**config.mk**
```make
export PLATFORM = sky130hd
export DESIGN_NAME = sys_cfg_regs
export DESIGN_NICKNAME = d
export VERILOG_FILES = /design/src/rtl/sys_cfg_pkg.sv /design/src/rtl/cfg_mode_lock.sv /design/src/rtl/cfg_reg_file.sv /design/src/rtl/cfg_read_mux.sv /design/src/rtl/sys_cfg_regs.sv
export SDC_FILE = /design/constraint.sdc
export NUM_CORES = 1
export LEC_CHECK = 0
export BUFFER_PORTS_ARGS = -buffer_cell sky130_fd_sc_hd__buf_2
export CAP_MARGIN = 5
export CELL_PAD_IN_SITES_DETAIL_PLACEMENT = 0
export CELL_PAD_IN_SITES_GLOBAL_PLACEMENT = 1
export CORE_ASPECT_RATIO = 1.5
export CORE_MARGIN = 1.5
export CORE_UTILIZATION = 48
export CTS_CLUSTER_DIAMETER = 50
export DETAILED_ROUTE_END_ITERATION = 12
export GPL_ROUTABILITY_DRIVEN = 0
export GPL_TIMING_DRIVEN = 0
export PLACE_DENSITY = 0.76
export SLEW_MARGIN = 25
export SYNTH_ARGS = -nofsm -noshare
export SYNTH_HDL_FRONTEND = slang
export SYNTH_SLANG_ARGS = --single-unit
export TNS_END_PERCENT = 20
```
**constraint.sdc**
```tcl
create_clock -name clk_i -period 5.9 [get_ports clk_i]
set_input_delay 0.59 -clock clk_i [delete_from_list [all_inputs] [get_ports clk_i]]
set_output_delay 0.59 -clock clk_i [all_outputs]
set_load 0.05 [all_outputs]
```
**src/rtl/sys_cfg_pkg.sv**
```systemverilog
package sys_cfg_pkg;
  localparam int ADDR_W = 8;
  localparam int LED_W  = 3;
  localparam int GPIO_W = 4;

  localparam logic [ADDR_W-1:0] ADDR_NAME0    = 8'h00;
  localparam logic [ADDR_W-1:0] ADDR_NAME1    = 8'h01;
  localparam logic [ADDR_W-1:0] ADDR_VERSION  = 8'h02;
  localparam logic [ADDR_W-1:0] ADDR_MODE     = 8'h08;
  localparam logic [ADDR_W-1:0] ADDR_LED      = 8'h09;
  localparam logic [ADDR_W-1:0] ADDR_GPIO     = 8'h0a;
  localparam logic [ADDR_W-1:0] ADDR_APP_BASE = 8'h0c;
  localparam logic [ADDR_W-1:0] ADDR_APP_LEN  = 8'h0d;
  localparam logic [ADDR_W-1:0] ADDR_HASH_PTR = 8'h10;
  localparam logic [ADDR_W-1:0] ADDR_SECRET   = 8'h20;
endpackage

```
**src/rtl/cfg_mode_lock.sv**
```systemverilog
module cfg_mode_lock (
  input  logic clk_i,
  input  logic rst_ni,
  input  logic set_i,
  output logic app_mode_o
);
  // sticky: only reset returns to firmware mode
  always_ff @(posedge clk_i or negedge rst_ni) begin
    if (!rst_ni)    app_mode_o <= 1'b0;
    else if (set_i) app_mode_o <= 1'b1;
  end
endmodule

```
**src/rtl/cfg_reg_file.sv**
```systemverilog
module cfg_reg_file import sys_cfg_pkg::*; #(
  parameter int DATA_W       = 32,
  parameter int SECRET_WORDS = 8
) (
  input  logic                                   clk_i,
  input  logic                                   rst_ni,
  input  logic                                   wr_i,
  input  logic [ADDR_W-1:0]                      addr_i,
  input  logic [DATA_W-1:0]                      wdata_i,
  input  logic                                   lock_i,
  output logic [LED_W-1:0]                       led_o,
  output logic [GPIO_W-1:0]                      gpio_o,
  output logic [DATA_W-1:0]                      app_start_o,
  output logic [DATA_W-1:0]                      app_size_o,
  output logic [DATA_W-1:0]                      hash_ptr_o,
  output logic [SECRET_WORDS-1:0][DATA_W-1:0]    secret_o
);
  logic wr_priv;
  assign wr_priv = wr_i & ~lock_i;

  always_ff @(posedge clk_i or negedge rst_ni) begin
    if (!rst_ni) begin
      led_o  <= '0;
      gpio_o <= '0;
    end else if (wr_i) begin
      if (addr_i == ADDR_LED)  led_o  <= wdata_i[LED_W-1:0];
      if (addr_i == ADDR_GPIO) gpio_o <= wdata_i[GPIO_W-1:0];
    end
  end

  always_ff @(posedge clk_i or negedge rst_ni) begin
    if (!rst_ni) begin
      app_start_o <= '0;
      app_size_o  <= '0;
      hash_ptr_o  <= '0;
    end else if (wr_priv) begin
      if (addr_i == ADDR_APP_BASE) app_start_o <= wdata_i;
      if (addr_i == ADDR_APP_LEN)  app_size_o  <= wdata_i;
      if (addr_i == ADDR_HASH_PTR) hash_ptr_o  <= wdata_i;
    end
  end

  for (genvar g = 0; g < SECRET_WORDS; g++) begin : g_secret
    localparam logic [ADDR_W-1:0] WORD_ADDR = ADDR_SECRET + ADDR_W'(g);
    always_ff @(posedge clk_i or negedge rst_ni) begin
      if (!rst_ni)                             secret_o[g] <= '0;
      else if (wr_priv && addr_i == WORD_ADDR) secret_o[g] <= wdata_i;
    end
  end
endmodule

```
**src/rtl/cfg_read_mux.sv**
```systemverilog
module cfg_read_mux import sys_cfg_pkg::*; #(
  parameter int                DATA_W       = 32,
  parameter int                SECRET_WORDS = 8,
  parameter logic [DATA_W-1:0] NAME0_VAL    = '0,
  parameter logic [DATA_W-1:0] NAME1_VAL    = '0,
  parameter logic [DATA_W-1:0] VERSION_VAL  = '0
) (
  input  logic                                clk_i,
  input  logic                                rst_ni,
  input  logic                                rd_i,
  input  logic [ADDR_W-1:0]                   addr_i,
  input  logic                                app_mode_i,
  input  logic [LED_W-1:0]                    led_i,
  input  logic [GPIO_W-1:0]                   gpio_i,
  input  logic [DATA_W-1:0]                   app_start_i,
  input  logic [DATA_W-1:0]                   app_size_i,
  input  logic [DATA_W-1:0]                   hash_ptr_i,
  input  logic [SECRET_WORDS-1:0][DATA_W-1:0] secret_i,
  output logic [DATA_W-1:0]                   rdata_o
);
  localparam int IDX_W = (SECRET_WORDS > 1) ? $clog2(SECRET_WORDS) : 1;

  logic [ADDR_W-1:0] sec_off;
  logic              sec_hit;
  logic [DATA_W-1:0] rd_mux;

  assign sec_off = addr_i - ADDR_SECRET;
  assign sec_hit = (addr_i >= ADDR_SECRET) && (sec_off < ADDR_W'(SECRET_WORDS));

  always_comb begin
    rd_mux = '0;
    case (addr_i)
      ADDR_NAME0:    rd_mux = NAME0_VAL;
      ADDR_NAME1:    rd_mux = NAME1_VAL;
      ADDR_VERSION:  rd_mux = VERSION_VAL;
      ADDR_MODE:     rd_mux = DATA_W'(app_mode_i);
      ADDR_LED:      rd_mux = DATA_W'(led_i);
      ADDR_GPIO:     rd_mux = DATA_W'(gpio_i);
      ADDR_APP_BASE: rd_mux = app_start_i;
      ADDR_APP_LEN:  rd_mux = app_size_i;
      ADDR_HASH_PTR: rd_mux = hash_ptr_i;
      default: if (sec_hit) rd_mux = secret_i[sec_off[IDX_W-1:0]];
    endcase
  end

  // zero outside read cycles keeps the shared bus OR-able
  always_ff @(posedge clk_i or negedge rst_ni) begin
    if (!rst_ni)   rdata_o <= '0;
    else if (rd_i) rdata_o <= rd_mux;
    else           rdata_o <= '0;
  end
endmodule

```
**src/rtl/sys_cfg_regs.sv**
```systemverilog
module sys_cfg_regs import sys_cfg_pkg::*; #(
  parameter int                DATA_W       = 32,
  parameter int                SECRET_WORDS = 8,
  parameter logic [DATA_W-1:0] NAME0_VAL    = 32'h6366_6731,
  parameter logic [DATA_W-1:0] NAME1_VAL    = 32'h7265_6773,
  parameter logic [DATA_W-1:0] VERSION_VAL  = 32'h0000_0003
) (
  input  logic                clk_i,
  input  logic                rst_ni,
  input  logic                cs_i,
  input  logic                we_i,
  input  logic [ADDR_W-1:0]   addr_i,
  input  logic [DATA_W-1:0]   wdata_i,
  output logic [DATA_W-1:0]   rdata_o,
  output logic [LED_W-1:0]    led_o,
  input  logic [GPIO_W-1:0]   gpio_i,
  output logic [GPIO_W-1:0]   gpio_o,
  output logic                app_mode_o
);
  logic wr_stb, rd_stb, mode_set;
  logic [DATA_W-1:0] app_start, app_size, hash_ptr;
  logic [SECRET_WORDS-1:0][DATA_W-1:0] secret;

  assign wr_stb   = cs_i & we_i;
  assign rd_stb   = cs_i & ~we_i;
  assign mode_set = wr_stb && (addr_i == ADDR_MODE) && (|wdata_i);

  cfg_mode_lock u_lock (
    .clk_i      (clk_i),
    .rst_ni     (rst_ni),
    .set_i      (mode_set),
    .app_mode_o (app_mode_o)
  );

  cfg_reg_file #(.DATA_W(DATA_W), .SECRET_WORDS(SECRET_WORDS)) u_regs (
    .clk_i       (clk_i),
    .rst_ni      (rst_ni),
    .wr_i        (wr_stb),
    .addr_i      (addr_i),
    .wdata_i     (wdata_i),
    .lock_i      (app_mode_o),
    .led_o       (led_o),
    .gpio_o      (gpio_o),
    .app_start_o (app_start),
    .app_size_o  (app_size),
    .hash_ptr_o  (hash_ptr),
    .secret_o    (secret)
  );

  cfg_read_mux #(
    .DATA_W(DATA_W), .SECRET_WORDS(SECRET_WORDS),
    .NAME0_VAL(NAME0_VAL), .NAME1_VAL(NAME1_VAL), .VERSION_VAL(VERSION_VAL)
  ) u_rd (
    .clk_i       (clk_i),
    .rst_ni      (rst_ni),
    .rd_i        (rd_stb),
    .addr_i      (addr_i),
    .app_mode_i  (app_mode_o),
    .led_i       (led_o),
    .gpio_i      (gpio_i),
    .app_start_i (app_start),
    .app_size_i  (app_size),
    .hash_ptr_i  (hash_ptr),
    .secret_i    (secret),
    .rdata_o     (rdata_o)
  );
endmodule

```
Yosys cells after proc, flatten, opt, wreduce, memory -nomap -nowiden

Cells that the tools add are included.

Memories: 0
Flip-flop bits (word level): 392
Bits in read-only memories: 0
Bits in writable memories: 0
Word-level logic and storage cells: 63
Bits in latches: 0

$lt $le $gt $ge: 3
Bitwise operators: 5
Mux-type cells: 5
Shifts and indexed selects: 0
Reduce and logical (&&, ||, !) cells: 18
Div/mod/pow operators: 0
Add/subtract/negate cells: 1
Multipliers: 0
Equality and inequality tests: 16

Operator list:

| kind                  | count |
|---|---|
| $pmux W32 S9          | 1 |
| $bmux W32 S3          | 1 |
| $mux W32              | 3 |
| $eq A8 B6 Y1 const B  | 8 |
| $eq A8 B4 Y1 const B  | 5 |
| $reduce_or A32 Y1     | 1 |
| $logic_and A1 B1 Y1   | 11 |
| $reduce_and A2 Y1     | 5 |
| $eq A8 B1 Y1 const B  | 1 |
| $eq A8 B2 Y1 const B  | 1 |
| $eq A8 B5 Y1 const B  | 1 |
| $ge A8 B6 Y1 const B  | 1 |
| $logic_not A8 Y1      | 1 |
| $lt A8 B4 Y1 const B  | 1 |
| $sub A8 B6 Y8 const B | 1 |
| $lt A3 B4 Y1 const B  | 1 |
| $and A1 B1 Y1         | 3 |
| $not A1 Y1            | 2 |

Depth between registers and ports, before layout

Depth after elaboration: 6
Mapped depth: 8
Gate-level depth less buffers: 7

Cells and area by module

A second synthesis with hierarchy kept.

Cell total of the unflattened synthesis: 1163
Area total of the unflattened synthesis: 17957.2 um^2

By module, submodules not included:

| module        | instances | area an instance (um^2) | sequential area each (um^2) | cells an instance |
|---|---|---|---|---|
| cfg_reg_file  | 1         | 13576.8                 | 8983.6                      | 810 |
| cfg_read_mux  | 1         | 4222.8                  | 800.8                       | 336 |
| sys_cfg_regs  | 1         | 126.4                   | 0.0                         | 15 |
| cfg_mode_lock | 1         | 31.3                    | 25.0                        | 2 |

Worst setup path before layout

Ideal clock, no wire load.

Path type: register to register
From: register u_lock.app_mode_o
To: register u_regs.secret_o[100] in the netlist's numbering
Cell stages (with the launch flop): 6
Setup time: 125 ps
Setup slack: 3553 ps
Arrival time: 2223 ps
Buffers on the path: 1
Required time: 5775 ps
Cells stage by stage: dfrtp_1 -> nand3b_1 -> or4_4 -> nor3_2 -> buf_4 -> mux2_2

Word-level cells in the longest chain between the ends: 3

Ends and longest elaborated chain:

| what                          | RTL line            | text |
|---|---|---|
| start, declared               | cfg_mode_lock.sv:5  | `output logic app_mode_o` |
| start signal, assigned        | cfg_mode_lock.sv:9  | `if (!rst_ni) app_mode_o <= 1'b0;` |
| start signal, assigned        | cfg_mode_lock.sv:10 | `else if (set_i) app_mode_o <= 1'b1;` |
| $not A1 Y1                    | cfg_reg_file.sv:19  | `assign wr_priv = wr_i & ~lock_i;` |
| $and A1 B1 Y1                 | cfg_reg_file.sv:19  |  |
| $logic_and A1 B1 Y1           | cfg_reg_file.sv:47  | `else if (wr_priv && addr_i == WORD_ADDR) secret_o[g] <= wdata_i;` |
| end signal, assigned by index | cfg_reg_file.sv:47  |  |
| end, declared                 | cfg_reg_file.sv:16  | `output logic [SECRET_WORDS-1:0][DATA_W-1:0] secret_o` |

No other way between the ends.
A chain may end at the register's enable or synchronous reset.

Worst setup path in the final report

From: input addr_i[3]
To: register u_rd.rdata_o[18]

Word-level cells in the longest chain between the ends: 6

Ends and longest elaborated chain:

| what                 | RTL line           | text |
|---|---|---|
| start, declared      | sys_cfg_regs.sv:12 | `input logic [ADDR_W-1:0] addr_i,` |
| $sub A8 B6 Y8        | cfg_read_mux.sv:27 | `assign sec_off = addr_i - ADDR_SECRET;` |
| $lt A8 B4 Y1         | cfg_read_mux.sv:28 | `assign sec_hit = (addr_i >= ADDR_SECRET) && (sec_off < ADDR_W'(SECRET_WORDS));` |
| $logic_and A1 B1 Y1  | cfg_read_mux.sv:28 |  |
| $mux W32             | cfg_read_mux.sv:42 | `default: if (sec_hit) rd_mux = secret_i[sec_off[IDX_W-1:0]];` |
| $pmux W32 S9 *       | cfg_read_mux.sv:32 | `case (addr_i)` |
| $mux W32 *           | cfg_read_mux.sv:49 | `else if (rd_i) rdata_o <= rd_mux;` |
| end signal, assigned | cfg_read_mux.sv:49 |  |
| end, declared        | cfg_read_mux.sv:19 | `output logic [DATA_W-1:0] rdata_o` |

Every way passes the cells marked *; elsewhere a longest branch is shown, timed or not.

==> qor.yml <==
synth_area_per_cell_um2: 15.19
ys_warn_count: 0
synth.most_common_cell: "dfrtp_1"
cpMaxStageDelayCell: "clkbuf_1"
root_buffer: "clkbuf_16"
place_area_um2: 18700
area_growth_pct: 14.10
switching_share_pct: 23.08
drt-initial-drc-count: 630
cts_resized: 0
dieWidth_um: 158.9
grt_antenna_before_repair: 0
ys_ff_latch: 392
grt_pass1_wl_um: 72570
viasPerCell: 5.986
antennaDiodeCount: 0
drive_gt1_share_pct: 49.54
grt_max_degree: 93
grt_overflow_total: 0
finalSetupViolations: 0
p_comb_share_pct: 6.5
cap_viol_max_count: 0
rsz0062_at_grt: "false"
yosys-top-cells-count: "dfrtp_1, mux2_2, mux4_2"
drc_errors: 0
critPathKind: "primary input to register"
critPathArrivalTime_ns: 3.35
path_max_fanout: 10
final_core_util_pct: 55.56
vias: 10720
ys_async_sr_fraction_pct: 100.0
setup_ws_ns: 2.926
fmax_mhz: 336.3
hp-class: "primary input to register"
clock_path_buffers: 3
hold_viol: 0
worstPathCellList: "buf_2, buf_2, nor2b_1, nand2_1, nor2_2, clkbuf_1, a22oi_1, a211oi_1"
yosys.area.top_type_share_pct: 56.04
max_stage_delay_ns: 0.76
synth_ff_type: "dfrtp_1"
switchingPower_uw: 1293
synthCells: 1152
min_period_ns: 2.974
powerDensity_nw_per_um2: 280.7
cts_setup_buffers: 0
fp.coreArea_um2: 35950
pwr-share-seq_pct: 49.7
die-area_um2: 37640
final_nets: 1336
pre_cts_slack_ns: 2.486
synthDistinctLibCells: 53
cts_buffers: 39
clk_transition_reported_paths_ns: 0.07
grt_pass1_vias: 11530
io_buffers: 86
cts_tree: "yes"
drt_first_pass_iters: 5
crit_family: "buffers and inverters"
clkPwrFrac_pct: 43.8
ios: 88
yosysTopAreaCell: "dfrtp_1"
leakage_uw: 0.009695
track_usage_pct: 25.97
dieHeight_um: 236.9
slew_viol_final: 0
end_kind: "register"
slew_headroom_pct: 25.19
syn-num-nets: 1202
fin_area_um2: 19970
synth_edf_count: 0
wl_um: 47410
initial_core_util_pct: 48.69
std_cell_rows: 85
dp_hpwl_um: 31110
drtAntennaViolNets: 0
clock_skew_ns: 0.01701
wire_per_inst_um: 26.48
netlist_top_cells_area: "dfrtp_1, mux2_2, mux4_2"
status: "complete, no violations"
p_int_uw: 4311
clk_latency_ns: 0.54
setup.worst_path.start_class: "primary input"
ys_seq_area_share_pct: 56.04
htreeDepth: 2
finalCritPeriodShare_pct: 50.40
ir_drop_mv: 0.1673
fillers: 3055
syn-cell-area_um2: 17500
clkSinkCount: 392
crit_required_ns: 6.27
worst_slew_pin_slew_ns: 1.122
cp_common_cell: "buf_2"
critPathBufInv: 3
[layout make-up]
class	instances	area [µm²]	area share [%]
clock inverters	10	90.09	0.4511
inverters	3	11.26	0.05639
flip-flops and latches	392	9809	49.12
well taps	478	598.1	2.995
multi-input cells	651	7211	36.11
clock buffers	57	1166	5.839
repair buffers	93	599.3	3.001
plain buffers	106	485.5	2.431
[cell families (layout without fill, tap and decap cells)]
family / count (synthesis) / in the layout / synth area share, %
compound gates: 100 / 100 / 4.296
simple gates: 85 / 85 / 2.981
buf+inv: 109 / 269 / 2.809
mux: 463 / 463 / 33.68
xor+xnor: 1 / 1 / 0.05005
flops: 392 / 392 / 56.04
fa+ha+maj: 2 / 2 / 0.1429
[state kept, by name, summed over array words and instances (netlist names)]
signal / flops
u_regs.led_o: 3
u_regs.secret_o: 256
u_regs.app_size_o: 32
u_regs.gpio_o: 4
u_regs.hash_ptr_o: 32
u_rd.rdata_o: 32
u_lock.app_mode_o: 1
u_regs.app_start_o: 32
[power by group through the flow]
| stage | Sequential [µW] | Clock (µW) | Combinational, µW |
|---|---|---|---|
| after floorplan | 2840 | 0 | 186 |
| final | 2790 | 2450 | 363 |
| after global routing | 2790 | 2600 | 394 |
| after CTS | 2790 | 2500 | 369 |
| after detailed placement | 2840 | 0 | 367 |
| after global placement | 2830 | 0 | 348 |
[through the flow]
step / total power, µW / instances / hold WS [ns] / setup TNS [ns]
2_1_floorplan: 3022 / 1152 / 0.2944 / 0
3_3_place_gp: 3182 / 1716 / 0.4633 / -1321.93
3_5_place_dp: 3203 / 1722 / 0.4684 / 0
4_1_cts: 5652 / 1790 / 0.2911 / 0
5_1_grt: 5789 / 1790 / 0.3189 / 0
6_report: 5605 / 1790 / 0.3101 / 0
[repair_timing]
item                                   CTS  global route
hold buffers                             1             0
endpoints found under the hold margin   28             0
setup endpoints to repair                0             0
[metal layers]
layer	global-route usage [%]	share of wire (%)	vias up
met5	0	0	-
met4	10.75	4.0	0
met3	3.521	4.7	92
met2	44.76	50	324
met1	33.07	41	5725
li1	-	-	4574
[cells in the final DEF, fill, tap and decap left out, types with 3 or more instances in the layout]
cell type	n
a221oi_1	18
inv_1	3
nor3_1	3
a22oi_1	28
clkbuf_16	41
nor3b_1	3
o21ai_0	3
a21oi_1	5
clkinv_4	3
a32oi_1	4
nor4_1	9
nand2_1	13
nor3_2	4
nor2_1	12
buf_16	5
mux2_2	374
mux4_2	62
nand3_1	5
clkbuf_1	63
and3_1	4
mux2i_1	14
clkbuf_8	8
buf_2	127
mux2_1	13
a211oi_1	19
o22ai_1	10
nand4_1	6
a31oi_1	4
buf_6	4
buf_4	3
nor2b_1	5
clkinv_2	5
dfrtp_1	392
[final timing paths]
| check | start | to | slack (ns) | depth (start not counted) |
|---|---|---|---|---|
| worst max-delay path | addr_i[3] | u_rd.rdata_o[18]$_DFF_PN0_ | 2.93 | 8 |
| min in group asynchronous | rst_ni | u_regs.app_size_o[28]$_DFFE_PN0P_ | 0.53 | 2 |
| worst min register to register | u_regs.app_size_o[18]$_DFFE_PN0P_ | u_regs.app_size_o[18]$_DFFE_PN0P_ | 0.48 | 1 |
| worst max register to register | u_lock.app_mode_o$_DFFE_PN0P_ | u_regs.secret_o[226]$_DFFE_PN0P_ | 2.99 | 6 |
| max in group asynchronous | rst_ni | u_regs.secret_o[212]$_DFFE_PN0P_ | 4.30 | 4 |
| worst min-delay path | wdata_i[10] | u_regs.secret_o[234]$_DFFE_PN0P_ | 0.31 | 2 |
(Power assumes the default switching activity.)
